<file path="src/rtl/uwire_pkg.sv">
package uwire_pkg;

    localparam int unsigned WORD_W = 16;
    localparam int unsigned LEN_W  = 5;

    typedef enum logic [1:0] {
        OP_SPECIAL = 2'b00,
        OP_WRITE   = 2'b01,
        OP_READ    = 2'b10,
        OP_ERASE   = 2'b11
    } uw_op_e;

    typedef enum logic [1:0] {
        SUB_LOCK   = 2'b00,
        SUB_FILL   = 2'b01,
        SUB_WIPE   = 2'b10,
        SUB_UNLOCK = 2'b11
    } uw_sub_e;

    typedef enum logic [2:0] {
        S_GAP,
        S_IDLE,
        S_ARM,
        S_LO,
        S_HI,
        S_BLINK,
        S_POLL
    } uw_state_e;

    typedef struct packed {
        logic carries_data;
        logic is_read;
        logic needs_poll;
    } uw_kind_t;

    function automatic uw_kind_t classify(uw_op_e op, uw_sub_e sub);
        uw_kind_t k;
        k.is_read      = (op == OP_READ);
        k.carries_data = (op == OP_WRITE) || (op == OP_SPECIAL && sub == SUB_FILL);
        k.needs_poll   = (op == OP_WRITE) || (op == OP_ERASE) ||
                         (op == OP_SPECIAL && (sub == SUB_FILL || sub == SUB_WIPE));
        return k;
    endfunction

    // Zero or anything wider than a word means a full word.
    function automatic logic [LEN_W-1:0] clamp_len(logic [LEN_W-1:0] raw);
        return (raw == '0 || raw > LEN_W'(WORD_W)) ? LEN_W'(WORD_W) : raw;
    endfunction

endpackage

</file>
<file path="src/rtl/uwire_tick.sv">
module uwire_tick #(
    parameter int unsigned DIV = 4
) (
    input  logic clk,
    input  logic rst,
    output logic tick
);
    localparam int unsigned CW = (DIV > 1) ? $clog2(DIV) : 1;

    logic [CW-1:0] cnt_q;

    assign tick = (cnt_q == CW'(DIV - 1));

    always_ff @(posedge clk) begin
        if (rst || tick) begin
            cnt_q <= '0;
        end else begin
            cnt_q <= cnt_q + 1'b1;
        end
    end
endmodule

</file>
<file path="src/rtl/uwire_frame.sv">
module uwire_frame
    import uwire_pkg::*;
#(
    parameter int unsigned ADDR_W = 7
) (
    input  uw_op_e                                       op,
    input  uw_sub_e                                      sub,
    input  logic [ADDR_W-1:0]                            addr,
    input  logic [WORD_W-1:0]                            wdata,
    input  logic [LEN_W-1:0]                             len,
    output logic [3+ADDR_W+WORD_W-1:0]                   frame,
    output logic [$clog2(3+ADDR_W+WORD_W+1)-1:0]         nsend,
    output logic [$clog2(3+ADDR_W+WORD_W+1)-1:0]         nread,
    output uw_kind_t                                     kind
);
    localparam int unsigned HDR_W   = 3 + ADDR_W;
    localparam int unsigned FRAME_W = HDR_W + WORD_W;
    localparam int unsigned CNT_W   = $clog2(FRAME_W + 1);

    logic [LEN_W-1:0]  n_bits;
    logic [ADDR_W-1:0] afield;
    logic [WORD_W-1:0] dfield;

    always_comb begin
        kind   = classify(op, sub);
        n_bits = clamp_len(len);
        // Special commands carry their subcode in the top address bits.
        afield = (op == OP_SPECIAL) ? (ADDR_W'(sub) << (ADDR_W - 2)) : addr;
        // Left-align the low n_bits of the data word.
        dfield = kind.carries_data ? (wdata << (WORD_W - n_bits)) : '0;
        frame  = {1'b1, op, afield, dfield};
        nsend  = CNT_W'(HDR_W) + (kind.carries_data ? CNT_W'(n_bits) : '0);
        nread  = kind.is_read ? CNT_W'(n_bits) : '0;
    end
endmodule

</file>
<file path="src/rtl/uwire_eeprom_ctrl.sv">
module uwire_eeprom_ctrl
    import uwire_pkg::*;
#(
    parameter int unsigned ADDR_W     = 7,
    parameter int unsigned CLK_PER_US = 4,
    parameter int unsigned POLL_MAX   = 10
) (
    input  logic              clk,
    input  logic              rst,
    input  logic              req_valid,
    output logic              req_ready,
    input  logic [1:0]        req_op,
    input  logic [1:0]        req_sub,
    input  logic [ADDR_W-1:0] req_addr,
    input  logic [15:0]       req_wdata,
    input  logic [4:0]        req_len,
    output logic              resp_valid,
    output logic [15:0]       resp_rdata,
    output logic              resp_err,
    output logic              ee_cs,
    output logic              ee_sck,
    output logic              ee_do,
    input  logic              ee_di
);
    localparam int unsigned FRAME_W = 3 + ADDR_W + WORD_W;
    localparam int unsigned CNT_W   = $clog2(FRAME_W + 1);
    localparam int unsigned POLL_W  = $clog2(POLL_MAX + 1);

    logic tick;

    uwire_tick #(.DIV(CLK_PER_US)) u_tick (
        .clk  (clk),
        .rst  (rst),
        .tick (tick)
    );

    logic [FRAME_W-1:0] f_frame;
    logic [CNT_W-1:0]   f_nsend, f_nread;
    uw_kind_t           f_kind;

    uwire_frame #(.ADDR_W(ADDR_W)) u_frame (
        .op    (uw_op_e'(req_op)),
        .sub   (uw_sub_e'(req_sub)),
        .addr  (req_addr),
        .wdata (req_wdata),
        .len   (req_len),
        .frame (f_frame),
        .nsend (f_nsend),
        .nread (f_nread),
        .kind  (f_kind)
    );

    uw_state_e          state_q;
    logic [FRAME_W-1:0] sh_q;
    logic [CNT_W-1:0]   send_q, rdl_q;
    logic               dummy_q;
    uw_kind_t           kind_q;
    logic [WORD_W-1:0]  rdata_q;
    logic [POLL_W-1:0]  poll_q;
    logic               cs_q, sck_q, resp_q, err_q;

    // Bookkeeping for the clock pulse that ends in this HI phase.
    logic             bit_cmd, capture, last_pulse, dummy_n;
    logic [CNT_W-1:0] send_n, rdl_n;

    always_comb begin
        bit_cmd    = (send_q != '0);
        send_n     = bit_cmd ? send_q - 1'b1 : send_q;
        dummy_n    = bit_cmd ? dummy_q : 1'b0;
        capture    = !bit_cmd && !dummy_q && (rdl_q != '0);
        rdl_n      = capture ? rdl_q - 1'b1 : rdl_q;
        last_pulse = (send_n == '0) && !dummy_n && (rdl_n == '0);
    end

    always_ff @(posedge clk) begin
        if (rst) begin
            state_q <= S_GAP;
            sh_q    <= '0;
            send_q  <= '0;
            rdl_q   <= '0;
            dummy_q <= 1'b0;
            kind_q  <= '0;
            rdata_q <= '0;
            poll_q  <= '0;
            cs_q    <= 1'b0;
            sck_q   <= 1'b0;
            resp_q  <= 1'b0;
            err_q   <= 1'b0;
        end else begin
            resp_q <= 1'b0;
            unique case (state_q)
                S_GAP: if (tick) state_q <= S_IDLE;
                S_IDLE: if (req_valid) begin
                    sh_q    <= f_frame;
                    send_q  <= f_nsend;
                    rdl_q   <= f_nread;
                    dummy_q <= f_kind.is_read;
                    kind_q  <= f_kind;
                    rdata_q <= '0;
                    state_q <= S_ARM;
                end
                S_ARM: if (tick) begin
                    cs_q    <= 1'b1;
                    state_q <= S_LO;
                end
                S_LO: if (tick) begin
                    sck_q   <= 1'b1;
                    state_q <= S_HI;
                end
                S_HI: if (tick) begin
                    sck_q   <= 1'b0;
                    send_q  <= send_n;
                    dummy_q <= dummy_n;
                    rdl_q   <= rdl_n;
                    if (bit_cmd) sh_q <= sh_q << 1;
                    if (capture) rdata_q <= {rdata_q[WORD_W-2:0], ee_di};
                    if (!last_pulse) begin
                        state_q <= S_LO;
                    end else if (kind_q.needs_poll) begin
                        cs_q    <= 1'b0;
                        state_q <= S_BLINK;
                    end else begin
                        cs_q    <= 1'b0;
                        resp_q  <= 1'b1;
                        err_q   <= 1'b0;
                        state_q <= S_GAP;
                    end
                end
                S_BLINK: if (tick) begin
                    cs_q    <= 1'b1;
                    poll_q  <= '0;
                    state_q <= S_POLL;
                end
                S_POLL: if (tick) begin
                    if (ee_di || poll_q == POLL_W'(POLL_MAX - 1)) begin
                        cs_q    <= 1'b0;
                        resp_q  <= 1'b1;
                        err_q   <= !ee_di;
                        state_q <= S_GAP;
                    end else begin
                        poll_q <= poll_q + 1'b1;
                    end
                end
                default: state_q <= S_GAP;
            endcase
        end
    end

    assign req_ready  = (state_q == S_IDLE);
    assign resp_valid = resp_q;
    assign resp_rdata = rdata_q;
    assign resp_err   = err_q;
    assign ee_cs      = cs_q;
    assign ee_sck     = sck_q;
    assign ee_do      = cs_q && bit_cmd && sh_q[FRAME_W-1];
endmodule

</file>
<file path="config.mk">
export PLATFORM = sky130hd
export DESIGN_NAME = uwire_eeprom_ctrl
export DESIGN_NICKNAME = d
export VERILOG_FILES = /design/src/rtl/uwire_pkg.sv /design/src/rtl/uwire_tick.sv /design/src/rtl/uwire_frame.sv /design/src/rtl/uwire_eeprom_ctrl.sv
export SDC_FILE = /design/constraint.sdc
export NUM_CORES = 1
export LEC_CHECK = 0
export BUFFER_PORTS_ARGS = -buffer_cell sky130_fd_sc_hd__buf_2
export CAP_MARGIN = 20
export CORE_UTILIZATION = 40
export CTS_BUF_LIST = sky130_fd_sc_hd__clkbuf_16
export DETAILED_ROUTE_END_ITERATION = 10
export PLACE_DENSITY = 0.56
export SLEW_MARGIN = 15
export SYNTH_ARGS = -nofsm -noshare
export SYNTH_HDL_FRONTEND = slang
export SYNTH_SLANG_ARGS = --single-unit
</file>
<file path="constraint.sdc">
create_clock -name clk -period 4.67 [get_ports clk]
set_input_delay 0.467 -clock clk [delete_from_list [all_inputs] [get_ports clk]]
set_output_delay 0.467 -clock clk [all_outputs]
set_load 0.02 [all_outputs]
</file>
# Word level (Yosys, flattened, before mapping)
# Cells that the tools add are included.
[word_totals]
input_bits = 36
output_inout_bits = 22
reg_bits = 67
[classes]
n_mux = 60
n_shift = 1
eq_ne = 27
n_reduce_logical = 41
n_lt_le_gt_ge = 1
addsub = 6
[op_table]
columns = ["operator", "n"]
rows = [
  ["two-way mux 26 bit", 3],
  ["two-way mux 16 bit", 4],
  ["one-hot mux 26 bit (2 select lines)", 1],
  ["two-way mux 5 bit", 9],
  ["one-hot mux 16 bit (2 select lines)", 1],
  ["left shift 16 x 32 -> 16 bit", 1],
  ["two-way mux 3 bit", 10],
  ["one-hot mux 3 bit (7 select lines)", 1],
  ["one-hot mux 5 bit (2 select lines)", 2],
  ["two-way mux 1 bit", 19],
  ["zero test 5 bit", 3],
  ["inequality test 2 x 1 -> 1 bit, second input constant", 7],
  ["inequality test 2 bit, second input constant", 7],
  ["two-way mux 4 bit", 3],
  ["AND reduction 4 bit", 3],
  ["AND reduction 6 bit", 2],
  ["nonzero test 5 bit", 2],
  ["subtractor 5 x 1 -> 5 bit, second input constant", 2],
  ["== test 3 bit, second input constant", 3],
  ["== test 2 bit, second input constant", 4],
  ["logical AND 1 bit", 8],
  ["one-hot mux 1 bit (2 select lines)", 4],
  ["one-hot mux 4 bit (2 select lines)", 1],
  ["AND reduction 8 bit", 1],
  ["other kinds (20)", 35],
]

# Depth between registers and ports, before layout
[logic_depth]
depth_word = 10
mapped_depth = 15
mapped_depth_nobuf = 12

# Cells and area by module
# A second synthesis with hierarchy kept.
[unflattened]
cells_unflattened = 578
hier_area_um2 = 4526.8
[modules_own_cells]
columns = ["mod", "n_inst", "area_per_inst_um2", "seq_area_each_um2", "cells_per_inst"]
rows = [
  ["uwire_eeprom_ctrl", 1, 3354.5, 1301.2, 428],
  ["uwire_frame", 1, 1097.3, 0.0, 145],
  ["uwire_tick", 1, 75.1, 40.0, 5],
]

# Least setup slack after synthesis
# Ideal clock, no wire load.
[synth_timing]
kind = "input -> register"
startpoint = "in req_len[0]"
endpoint = "reg sh_q[6]"
cell_stages = 14
setup_slack_ps = 1037
setup_ps = 132
path_buffers = 3
t_arrival_ps = 3501
cell_sequence = "nor3_1 -> nand2b_1 -> ha_1 -> nor2b_1 -> buf_2 -> buf_2 -> inv_1 -> ha_1 -> clkbuf_1 -> xnor2_1 -> mux2_2 -> mux4_2 -> a221oi_1 -> nor3_1"
[synth_via]
elab_chain_cells = 8
elab_cells_between_ends = 9
[synth_rtl]
columns = ["element", "line", "text"]
rows = [
  ["start: declaration", "uwire_eeprom_ctrl.sv:16", "input logic [4:0] req_len,"],
  ["greater-than comparator 5 bit or zero test 5 bit (tied branches)", "uwire_pkg.sv:47", "return (raw == '0 || raw > LEN_W'(WORD_W)) ? LEN_W'(WORD_W) : raw;"],
  ["logical OR 1 bit", "uwire_pkg.sv:47", ""],
  ["two-way mux 5 bit (*)", "uwire_pkg.sv:47", ""],
  ["subtractor 5 x 5 -> 6 bit (*)", "uwire_frame.sv:30", "dfield = kind.carries_data ? (wdata << (WORD_W - n_bits)) : '0;"],
  ["left shift 16 x 32 -> 16 bit (*)", "uwire_frame.sv:30", ""],
  ["two-way mux 16 bit (*)", "uwire_frame.sv:30", ""],
  ["two-way mux 26 bit (*)", "uwire_eeprom_ctrl.sv:93", "S_IDLE: if (req_valid) begin"],
  ["one-hot mux 26 bit (2 select lines) (*)", "uwire_eeprom_ctrl.sv:91", "unique case (state_q)"],
  ["end signal: assignment", "uwire_eeprom_ctrl.sv:94", "sh_q <= f_frame;"],
  ["end signal: assignment", "uwire_eeprom_ctrl.sv:115", "if (bit_cmd) sh_q <= sh_q << 1;"],
  ["end: declaration", "uwire_eeprom_ctrl.sv:54", "logic [FRAME_W-1:0] sh_q;"],
]
# Every way passes the cells marked *; elsewhere a longest branch is shown, timed or not. The select of a mux whose other input is x is not followed.
# A chain may end at the register's enable or synchronous reset.

# Worst setup path in the final report
[layout_timing]
startpoint = "in req_len[0]"
endpoint = "reg sh_q[7]"
# Same word-level chain as after synthesis.

==> qor.yml <==
run_status:
  status: "finished clean"
routing:
  routed_wl_um: 11200
  vias_per_cell: 5.78
  vias: 4234
  firstDrtPassIters: 4
  postRouteAntennaNets: 0
  wl_per_cell_um: 15.2
  drt-initial-drc-count: 181
  drc: 0
worst_hold_path:
  hold_path_depth: 3
  hold_path_end: "sh_q[17]"
  hp-class: "in -> reg"
  min_from: "req_addr[1]"
cells_and_area:
  layout_commonest_cell: "nand2_1"
  multi_input_area_um2: 2750
  diodes: 0
  layout-drive-gt1-share_pct: 18.6
  final_cell_mix: "nand2_1 (71), dfxtp_1 (67), nor2_1 (60)"
  final_nets: 636
  layout.cells.non_filler: 732
  area_growth_syn_to_layout_pct: 14.4
  fillers: 1083
  seq_area_um2: 1340
power_and_ir_drop:
  netSwitchingFraction_pct: 31.7
  power_switching_uw: 510
  peakVddDrop_mv: 0.120
  power.internal_uw: 1100
  p_leak_uw: 0.00189
  seqPwrFrac_pct: 38.0
  p_per_area_nw_per_um2: 324
  clkPwrFrac_pct: 38.7
  pwr-share-comb_pct: 23.3
floorplan:
  die_w_um: 106
  fp.dieH_um: 106
  start_util_pct: 41.7
  die-area_um2: 11300
  rows: 37
  ioPinCount: 58
  design.core.area_um2: 10400
setup_path:
  cp_num_cells: 11
  r2r_end: "sh_q[16]"
  end_kind: "flip-flop"
  critPathBufInv: 2
  cp-start-kind: "primary input"
  ff2ff_path_depth: 7
  arrival_ns: 3.69
  cp_cell_sequence: "buf_2, nor3_1, nand2b_1, ha_1, nor2b_1, inv_1, ha_1, mux4_2, mux2_2, a221oi_1, nor3_1"
  slowest_delay_ns: 0.76
  crit_required_ns: 4.87
  critical_path_peak_fanout: 19
  r2r_start: "u_tick.cnt_q[0]"
  worst_path_max_delay_cell: "ha_1"
  path_class: "in -> reg"
  r2r_setup_slack_ns: 1.92
  crit_family: "adder cells"
sta:
  finClkSkew_ns: 0.00870
  final_max_slew_viol_count: 0
  hold_viol_final: 0
  rsz0062_at_grt: "no"
  max_slew.worst_pin.slew_ns: 0.940
  max_slew_margin_pct: 37.3
  setup_viol: 0
  min_period_over_period_pct: 74.7
  post-route-min-period_ns: 3.49
  tns_ns: 0
  fmax_mhz: 287
global_routing:
  grt_first_pass_wirelength_um: 18600
  antenna_found_initial: 0
  grt_max_degree: 40
  track_usage_pct: 20.6
  globalRouteOverflowTotal: 0
  grt_pass1_vias: 3744
yosys:
  synth_cell_types: 59
  seq_area_frac_synth_pct: 30.9
  synth_area_um2: 4340
  ys_ff_latch: 67
  synth_edf_count: 0
  async_flop_share_pct: 0
  yosys_most_used_dff: "dfxtp_1"
  yosysWarningCount: 0
  syn_inst: 555
  avgSynthCellArea_um2: 7.82
  synth_nets: 600
placed_design:
  portBuffers: 57
  placed_cells: 716
  hpwl_um: 7970
  place.gp.congestion: 0.873
clock_tree:
  cts_tree: "built"
  path_clk_slew_ns: 0.06
  cts_sinks: 67
  htree_levels: 3
  postCtsSetupBuffers: 0
  cts_made_buffers: 9
  cts.repair.resized: 0
  clkLatencyLatePin_ns: 0.34
  clockRootBuffer: "clkbuf_16"
  cts_buffer_depth: 2
  hold_buffers: 0
run:
  cap_violations: 0
per-layer routing:
layer | vias to the layer above | wire length, µm | GRT usage, %
li1 | 2100 | - | -
met1 | 2014 | 5550 | 29.7
met5 | - | 0 | 0
met3 | 12 | 521 | 3.86
met4 | 0 | 151 | 7.44
met2 | 108 | 4930 | 30.3
through the flow:
stage / utilization [%] / instance area (µm²) / power (µW) / hold slack, ns / worst slack [ns]
final: 47.7 / 4970 / 1610 / 0.407 / 1.18
after floorplan: - / 4340 / 899 / 0.408 / 1.04
after CTS: 47.7 / 4970 / 1620 / 0.396 / 1.22
after global placement: 45.0 / 4690 / 994 / 0.417 / 1.01
after detailed placement: 45.1 / 4700 / 997 / 0.433 / 0.887
after global routing: 47.7 / 4970 / 1690 / 0.406 / 0.881
power groups by stage:
stage | sequential [µW] | clock [µW] | combinational [µW]
detailed placement | 624 | 0 | 373
global placement | 623 | 0 | 371
floorplan | 614 | 0 | 285
finish | 611 | 622 | 375
CTS | 611 | 633 | 375
global route | 614 | 662 | 417
Yosys cell counts, types with 3 or more instances:
cell type	count	area (µm²)
nand3_1	33	165
o21bai_1	3	22.5
a311oi_1	9	78.8
or3_1	3	18.8
nor4b_1	3	26.3
mux2i_1	13	130
a32o_1	3	30.0
clkbuf_1	24	90.1
buf_2	12	60.1
buf_1	4	15.0
nor3b_1	5	37.5
nand2b_1	10	62.6
o211ai_1	6	45.0
xnor2_1	5	43.8
a22oi_1	4	30.0
mux2_2	5	56.3
ha_1	9	113
a211oi_1	5	37.5
a221oi_1	15	131
nor2b_1	3	18.8
dfxtp_1	67	1340
mux4_2	13	293
a21oi_1	43	215
inv_1	17	63.8
o21ai_0	22	110
nor4_1	3	18.8
nor2_1	60	225
nand2_1	71	267
nor3_1	27	135
a21o_1	5	37.5
and3_1	4	25.0
a31oi_1	10	62.6
logic make-up (layout without fill, tap and decap cells):
group,after synthesis,in the layout,synth area share (%)
multiplexers,31,31,11.0
AND/OR/NAND/NOR,238,238,26.1
flip-flops,67,67,30.9
adder cells (fa/ha/maj),9,9,2.59
buffers and inverters,60,101,5.88
XOR/XNOR,7,7,1.41
AO/OA/AOI/OAI,143,143,22.0
sequential cells by signal, indices dropped and copies added (netlist names), 2 cells and up:
name,cells
state_q,3
u_tick.cnt_q,2
sh_q,26
resp_rdata,16
send_q,5
poll_q,4
rdl_q,5
worst register-to-register path, cell delays in order (launching register included):
cell and delay (ns):
dfxtp_1 0.34, ha_1 0.49, nand2_1 0.25, a21o_1 0.35, a21oi_2 0.56, buf_4 0.36, nor2_1 0.06, a311oi_1 0.25
area by class of cell:
type | instances | area share, %
repair buffers | 68 | 7.41
clock inverters | 7 | 0.932
clock buffers | 9 | 4.53
multi-input cells | 428 | 55.4
flip-flops and latches | 67 | 27.0
inverters | 17 | 1.28
well taps | 136 | 3.43
worst max-delay path by stage:
stage | end | from
global placement | sh_q[7] | req_len[0]
detailed placement | sh_q[7] | req_len[0]
global route | sh_q[12] | req_len[0]
CTS | sh_q[7] | req_len[0]
finish | sh_q[7] | req_len[0]
floorplan | sh_q[6] | req_len[0]
Power figures use the tool's default switching activity.
